==> src/rtl/irq_sid_pkg.sv <==
package irq_sid_pkg;

  typedef enum logic [1:0] {
    SVT_NONE     = 2'd0,
    SVT_EXACT    = 2'd1,
    SVT_BUSRANGE = 2'd2,
    SVT_RESERVED = 2'd3
  } svt_e;

endpackage

==> src/rtl/irq_sid_mask_cmp.sv <==
module irq_sid_mask_cmp #(
  parameter int RID_W = 16
) (
  input  logic [RID_W-1:0] rid,
  input  logic [RID_W-1:0] sid,
  input  logic [1:0]       qual,
  output logic             match
);
  logic [3:0]       low_run;
  logic [RID_W-1:0] ignore;
  logic [RID_W-1:0] mask;

  // qual q ignores a run of q bits ending at bit 2
  always_comb begin
    low_run = (4'b0001 << qual) - 4'b0001;
    ignore  = RID_W'(low_run) << (2'd3 - qual);
    mask    = ~ignore;
    match   = ((rid ^ sid) & mask) == '0;
  end
endmodule

==> src/rtl/irq_sid_bus_range.sv <==
module irq_sid_bus_range #(
  parameter int RID_W = 16
) (
  input  logic [RID_W-1:0] rid,
  input  logic [RID_W-1:0] bounds,
  output logic             in_range
);
  localparam int BUS_W = RID_W / 2;

  logic [BUS_W-1:0] bus, bus_max, bus_min;

  always_comb begin
    bus      = rid[RID_W-1 -: BUS_W];
    bus_max  = bounds[RID_W-1 -: BUS_W];
    bus_min  = bounds[BUS_W-1:0];
    in_range = (bus <= bus_max) && (bus >= bus_min);
  end
endmodule

==> src/rtl/irq_sid_result_reg.sv <==
module irq_sid_result_reg #(
  parameter int          IDX_W      = 16,
  parameter int          FC_W       = 8,
  parameter logic [FC_W-1:0] FAULT_CODE = 8'h0C
) (
  input  logic             clk,
  input  logic             rst,
  input  logic             load,
  input  logic             pass_in,
  input  logic [IDX_W-1:0] idx_in,
  output logic             res_valid,
  output logic             res_pass,
  output logic [FC_W-1:0]  res_code,
  output logic [IDX_W-1:0] res_idx
);
  always_ff @(posedge clk) begin
    if (rst) begin
      res_valid <= 1'b0;
      res_pass  <= 1'b0;
      res_code  <= '0;
      res_idx   <= '0;
    end else begin
      res_valid <= load;
      if (load) begin
        res_pass <= pass_in;
        res_code <= pass_in ? '0 : FAULT_CODE;
        res_idx  <= idx_in;
      end
    end
  end

  a_r10_reset_clears: assert property (@(posedge clk)
    rst |=> (!res_valid && !res_pass && res_code == '0 && res_idx == '0));

  a_r9_code_tracks_pass: assert property (@(posedge clk) disable iff (rst)
    res_valid |-> (res_pass ? (res_code == '0) : (res_code == FAULT_CODE)));
endmodule

==> src/rtl/irq_sid_check.sv <==
module irq_sid_check
  import irq_sid_pkg::*;
#(
  parameter int              RID_W          = 16,
  parameter int              IDX_W          = 16,
  parameter int              FC_W           = 8,
  parameter logic [FC_W-1:0] SID_FAULT_CODE = 8'h0C
) (
  input  logic             clk,
  input  logic             rst,
  input  logic             req_valid,
  output logic             req_ready,
  input  logic [RID_W-1:0] req_rid,
  input  logic             req_rid_unknown,
  input  logic [IDX_W-1:0] req_entry_idx,
  input  logic [RID_W-1:0] ent_sid,
  input  logic [1:0]       ent_svt,
  input  logic [1:0]       ent_sq,
  output logic             res_valid,
  output logic             res_pass,
  output logic [FC_W-1:0]  res_fault_code,
  output logic [IDX_W-1:0] res_entry_idx
);
  logic accept;
  logic exact_ok, range_ok, pass_now;
  svt_e vtype;

  always_ff @(posedge clk) begin
    req_ready <= !rst;
  end

  assign accept = req_valid && req_ready;
  assign vtype  = svt_e'(ent_svt);

  irq_sid_mask_cmp #(.RID_W(RID_W)) u_mask (
    .rid(req_rid), .sid(ent_sid), .qual(ent_sq), .match(exact_ok)
  );

  irq_sid_bus_range #(.RID_W(RID_W)) u_range (
    .rid(req_rid), .bounds(ent_sid), .in_range(range_ok)
  );

  always_comb begin
    if (req_rid_unknown) begin
      pass_now = 1'b1;
    end else begin
      unique case (vtype)
        SVT_NONE:     pass_now = 1'b1;
        SVT_EXACT:    pass_now = exact_ok;
        SVT_BUSRANGE: pass_now = range_ok;
        default:      pass_now = 1'b0;
      endcase
    end
  end

  irq_sid_result_reg #(
    .IDX_W(IDX_W), .FC_W(FC_W), .FAULT_CODE(SID_FAULT_CODE)
  ) u_res (
    .clk(clk), .rst(rst), .load(accept), .pass_in(pass_now),
    .idx_in(req_entry_idx), .res_valid(res_valid), .res_pass(res_pass),
    .res_code(res_fault_code), .res_idx(res_entry_idx)
  );

  a_r1_ready_low_in_reset: assert property (@(posedge clk)
    rst |=> !req_ready);

  a_r2_strobe_after_accept: assert property (@(posedge clk) disable iff (rst)
    accept |=> res_valid);

  a_r2_no_strobe_idle: assert property (@(posedge clk) disable iff (rst)
    !accept |=> !res_valid);

  a_r3_index_echo: assert property (@(posedge clk) disable iff (rst)
    accept |=> (res_entry_idx == $past(req_entry_idx)));

  a_r8_unknown_passes: assert property (@(posedge clk) disable iff (rst)
    (accept && req_rid_unknown) |=> res_pass);

  a_r7_reserved_fails: assert property (@(posedge clk) disable iff (rst)
    (accept && !req_rid_unknown && ent_svt == 2'd3) |=> !res_pass);

  a_r4_none_passes: assert property (@(posedge clk) disable iff (rst)
    (accept && ent_svt == 2'd0) |=> res_pass);
endmodule

==> config.mk <==
export PLATFORM = sky130hd
export DESIGN_NAME = irq_sid_check
export DESIGN_NICKNAME = d
export VERILOG_FILES = /design/src/rtl/irq_sid_pkg.sv /design/src/rtl/irq_sid_mask_cmp.sv /design/src/rtl/irq_sid_bus_range.sv /design/src/rtl/irq_sid_result_reg.sv /design/src/rtl/irq_sid_check.sv
export SDC_FILE = /design/constraint.sdc
export NUM_CORES = 1
export LEC_CHECK = 0
export BUFFER_PORTS_ARGS = -buffer_cell sky130_fd_sc_hd__buf_2
export CAP_MARGIN = 20
export CORE_MARGIN = 2
export CORE_UTILIZATION = 41
export CTS_CLUSTER_SIZE = 20
export DETAILED_ROUTE_END_ITERATION = 10
export PLACE_DENSITY = 0.88
export SLEW_MARGIN = 10
export SYNTH_ARGS = -nofsm -noshare
export SYNTH_HDL_FRONTEND = slang
export SYNTH_SLANG_ARGS = --single-unit
==> constraint.sdc <==
create_clock -name clk -period 2.2 [get_ports clk]
set_clock_uncertainty 0.1 [all_clocks]
set_input_delay 0.22 -clock clk [delete_from_list [all_inputs] [get_ports clk]]
set_output_delay 0.22 -clock clk [all_outputs]
set_load 0.02 [all_outputs]
==> reports/summary.md <==
Summed over all failing endpoints, the final setup total negative slack is 0 ns. After the first detailed-routing iteration, the DRC count stood at 35. TritonCTS built the clock tree. At the later pin of the worst-skew pair, clock insertion delay measures 0.28 ns. Required time of the critical path: 2.29 ns.

By area the synthesized netlist is led by sky130_fd_sc_hd__dfxtp_1 (32%), sky130_fd_sc_hd__ha_1 (16%), sky130_fd_sc_hd__nand2_1 (11%). Summing all flip-flop and latch instances after layout gives 400 µm². The tools report the netlist area before placement as 0.00125 mm². The worst hold path cell count came out at 3. Input and output buffers added on the ports amount to 76. The worst pin sits at a relative slew slack of 61.4%. Leaving out fill and tap cells, the most frequent cell in the layout is sky130_fd_sc_hd__buf_2.

The final route contains 1,263 vias. The pre-antenna-repair detailed-routing pass consisted of 4 iterations. For this run, design rule violations remaining after detail routing come to 0. The repair_antennas step left the layout with diodes totalling 0. For this run, the slowest stage of the critical path takes 0.35 ns.

The y dimension of the die was 59.2 µm. For this run, the number of Yosys warnings is 0. The number of buffers between clock root and the deepest sink was 2; the pin slew with the least headroom to its limit was 0.579 ns. Routability-driven placement finished with a final weighted congestion of 0.865. The post-placement cell area is 0.00162 mm². Summing the sequential cell areas from Yosys gives 32.1% of the chip area. Setup repair after global routing left no endpoint under its margin. The initial utilization of the core area, before any placement, comes to 41.9%. The count of endpoints failing hold in the final timing report is 0.

The area of combinational cells with multiple inputs was 729 µm². The slowest cell on the critical path is sky130_fd_sc_hd__a221o_1. The layer with the highest usage after global routing is met2. Path type of the worst setup path: in2reg. The async set or reset register ratio after synthesis is 0%, and the total number of nets in the final design is 305. Dividing the detail-routed via count by the number of cells gives 4.78.

Time the final worst path needs with I/O delays and setup: 1.50 ns. In this run the standard cell core region covers 0.00298 mm². The final layout contains routed wiring with a total length of 2850 µm.

Reg-to-reg critical path startpoint: req_ready. The worst min-delay path class was in2reg. Of the post-synthesis cell area, the dominant cell type holds 32.1%. The first global-routing pass estimated 4550 µm of wire.

The flow ran to the end, and the final reports show no timing, DRC or antenna violations. Leakage power summed over all cells: 0.884 nW. Traced cell by cell, the critical path runs through buf_2, inv_1, ha_1, and4_4, a221o_1, a21oi_2, o311ai_2, o2111a_1. After routing the design area is 0.00165 mm². The met1 routing resource usage after global routing was 20.1%. Broken down by cell family, the worst path's largest delay share belongs to compound AO/OA/AOI/OAI gates.

Setup slack on the worst reg-to-reg path comes out at 0.92 ns. The count of unique library cells instantiated by Yosys is 31. The run gives 0 as the number of antenna violations at the first check in global routing. The number of H-tree branching levels was 1; the number of top-level design ports was 83. The number of hold buffers added after CTS was 0. Worst-path maximum fanout: 2. The most used flip-flop cell after synthesis is sky130_fd_sc_hd__dfxtp_1. The number of cells on the worst reg-to-reg path is 3. The number of buffers and inverters on the critical path is 2. The number of enable-type register cells in the synthesized netlist works out to 0. For hold timing, the worst endpoint is u_res.res_idx[4]. The flip-flop and latch count after synthesis was 20; the share of cells above drive strength 1 was 37.7%.

The total count of max-transition violations in the final report came out at 0. The die outline width came out at 59.2 µm. The tools report the buffers inserted during post-CTS setup optimization as 0. The run gives 777 µW as the overall power after layout.

Startpoint of the tightest hold check path: req_entry_idx[4]. The library cell with the largest summed area after synthesis is sky130_fd_sc_hd__dfxtp_1. After layout, the worst path uses 68.2% of the clock period.

The tools report the kind of launch point of the worst setup path as an input port. The endpoint of the worst register-to-register path is u_res.res_idx[14]. The arrival time of the worst setup path came out at 1.60 ns. For the max-capacitance violation count, the log shows 0. The maximum clock frequency is 666 MHz, and the average size of a mapped cell is 7.90 µm². Row generation in the floorplan step produced 20 rows.

Entering global routing, the biggest net connects 20 pins. Clock tree synthesis selected as its root buffer the cell sky130_fd_sc_hd__clkbuf_4. The tools report the HPWL after detailed placement as 2410 µm. Dividing total power by cell area gives a power density of 472 mW/mm². TritonCTS created 3 clock buffers.

Growth of design area from synthesis to finish: 31.9%. STA classifies the critical path endpoint as a flop. Clock-pin slew was measured on the worst setup and hold paths at 0.10 ns.

The post-route antenna net violation count came out at 0. The library cells used most frequently in the layout, excluding fill and tap cells, are sky130_fd_sc_hd__buf_2 (76), sky130_fd_sc_hd__nand2_1 (37), sky130_fd_sc_hd__a21oi_1 (20), sky130_fd_sc_hd__dfxtp_1 (20), sky130_fd_sc_hd__inv_1 (17). For the met3 global-route usage, the log shows 1.97%.

The die covers 0.00350 mm². Count of endpoints failing setup in the final report: 0. After technology mapping, the gate count stands at 158. Summed over all layers, the global routing overflow is 0.

The post-cts sizing count was 0; the global-route track usage on met2 was 30.5%. The logs give 20 for the sink count of the clock tree and 300 for the fill cell instance count of the final layout. The via count of the first global-routing pass is 1,099.

The wire length per cell was 10.8 µm; the worst voltage drop across the vdd grid was 0.197 mV. Global routing used 16.5% of the available tracks across all layers.
## worst register-to-register path, stage by stage, from the launching register on
cell                      delay [ns]
sky130_fd_sc_hd__dfxtp_1        0.35
sky130_fd_sc_hd__and2_1         0.50
sky130_fd_sc_hd__nand2_1        0.13
sky130_fd_sc_hd__a21oi_1        0.14
## layout make-up
type,count,share of cell area (%)
multi-input combinational,114,44.3
sequential,20,24.3
timing repair buffer,77,23.6
inverter,17,3.88
tap,33,2.51
clock buffer,3,1.37
## stage by stage
step | hold WS [ns] | worst slack [ns] | std cells | utilization, %
floorplan | 0.256 | 0.582 | 163 | -
global route | 0.0473 | 0.626 | 264 | 55.3
CTS | 0.0437 | 0.711 | 264 | 55.3
global placement | 0.339 | 0.440 | 261 | 54.5
finish | 0.0542 | 0.699 | 264 | 55.3
detailed placement | 0.345 | 0.390 | 261 | 54.5
## metal layers
metal / vias to the layer above / share of wire (%) / wire length, µm
met5: - / 0 / 0
met4: 0 / 0 / 0
met3: 0 / 4.7 / 134
met2: 42 / 54 / 1530
met1: 559 / 42 / 1180
li1: 662 / - / -
## sequential cells by signal (all words and copies together), names as in the netlist
register / cells
req_ready: 1
u_res.res_code: 1
u_res.res_idx: 16
u_res.res_valid: 1
u_res.res_pass: 1
## cells by family (layout without fill, tap and decap cells)
group | after synthesis | after routing | share of synthesized area [%]
DFF | 20 | 20 | 32.1
adders and majority gates | 16 | 16 | 16.0
and+or+nand+nor | 52 | 52 | 18.8
AOI/OAI and AO/OA | 32 | 32 | 16.3
xor gates and xnor gates | 8 | 8 | 5.62
buffers and inverters | 29 | 97 | 10.9
other | 1 | 6 | 0.301
## how the worst max path moves through the flow
stage | startpoint | endpoint | slack, ns | depth (start not counted)
4_1_cts | ent_sid[5] | u_res.res_pass | 0.71 | 8
3_3_place_gp | ent_sid[5] | u_res.res_pass | 0.44 | 8
3_5_place_dp | ent_sid[5] | u_res.res_pass | 0.39 | 8
2_1_floorplan | ent_sid[5] | u_res.res_pass | 0.58 | 7
6_report | ent_sid[5] | u_res.res_pass | 0.70 | 8
5_1_grt | ent_sid[6] | u_res.res_pass | 0.63 | 9
## power breakdown
group          switching [mW]  total, mW  internal (mW)
clock                  0.0994      0.163         0.0637
sequential            0.00777      0.387          0.379
combinational           0.127      0.227         0.0998
## synthesized netlist by cell type (all sizes together), types with 2 or more instances
master / instances
a21oi: 22
buf: 8
clkbuf: 4
dfxtp: 20
ha: 16
inv: 17
nand2: 37
nand3: 3
nand4: 3
nor2: 4
o21ai: 2
xnor2: 6
xor2: 2
Note: power is estimated with default switching activity, not from simulation.
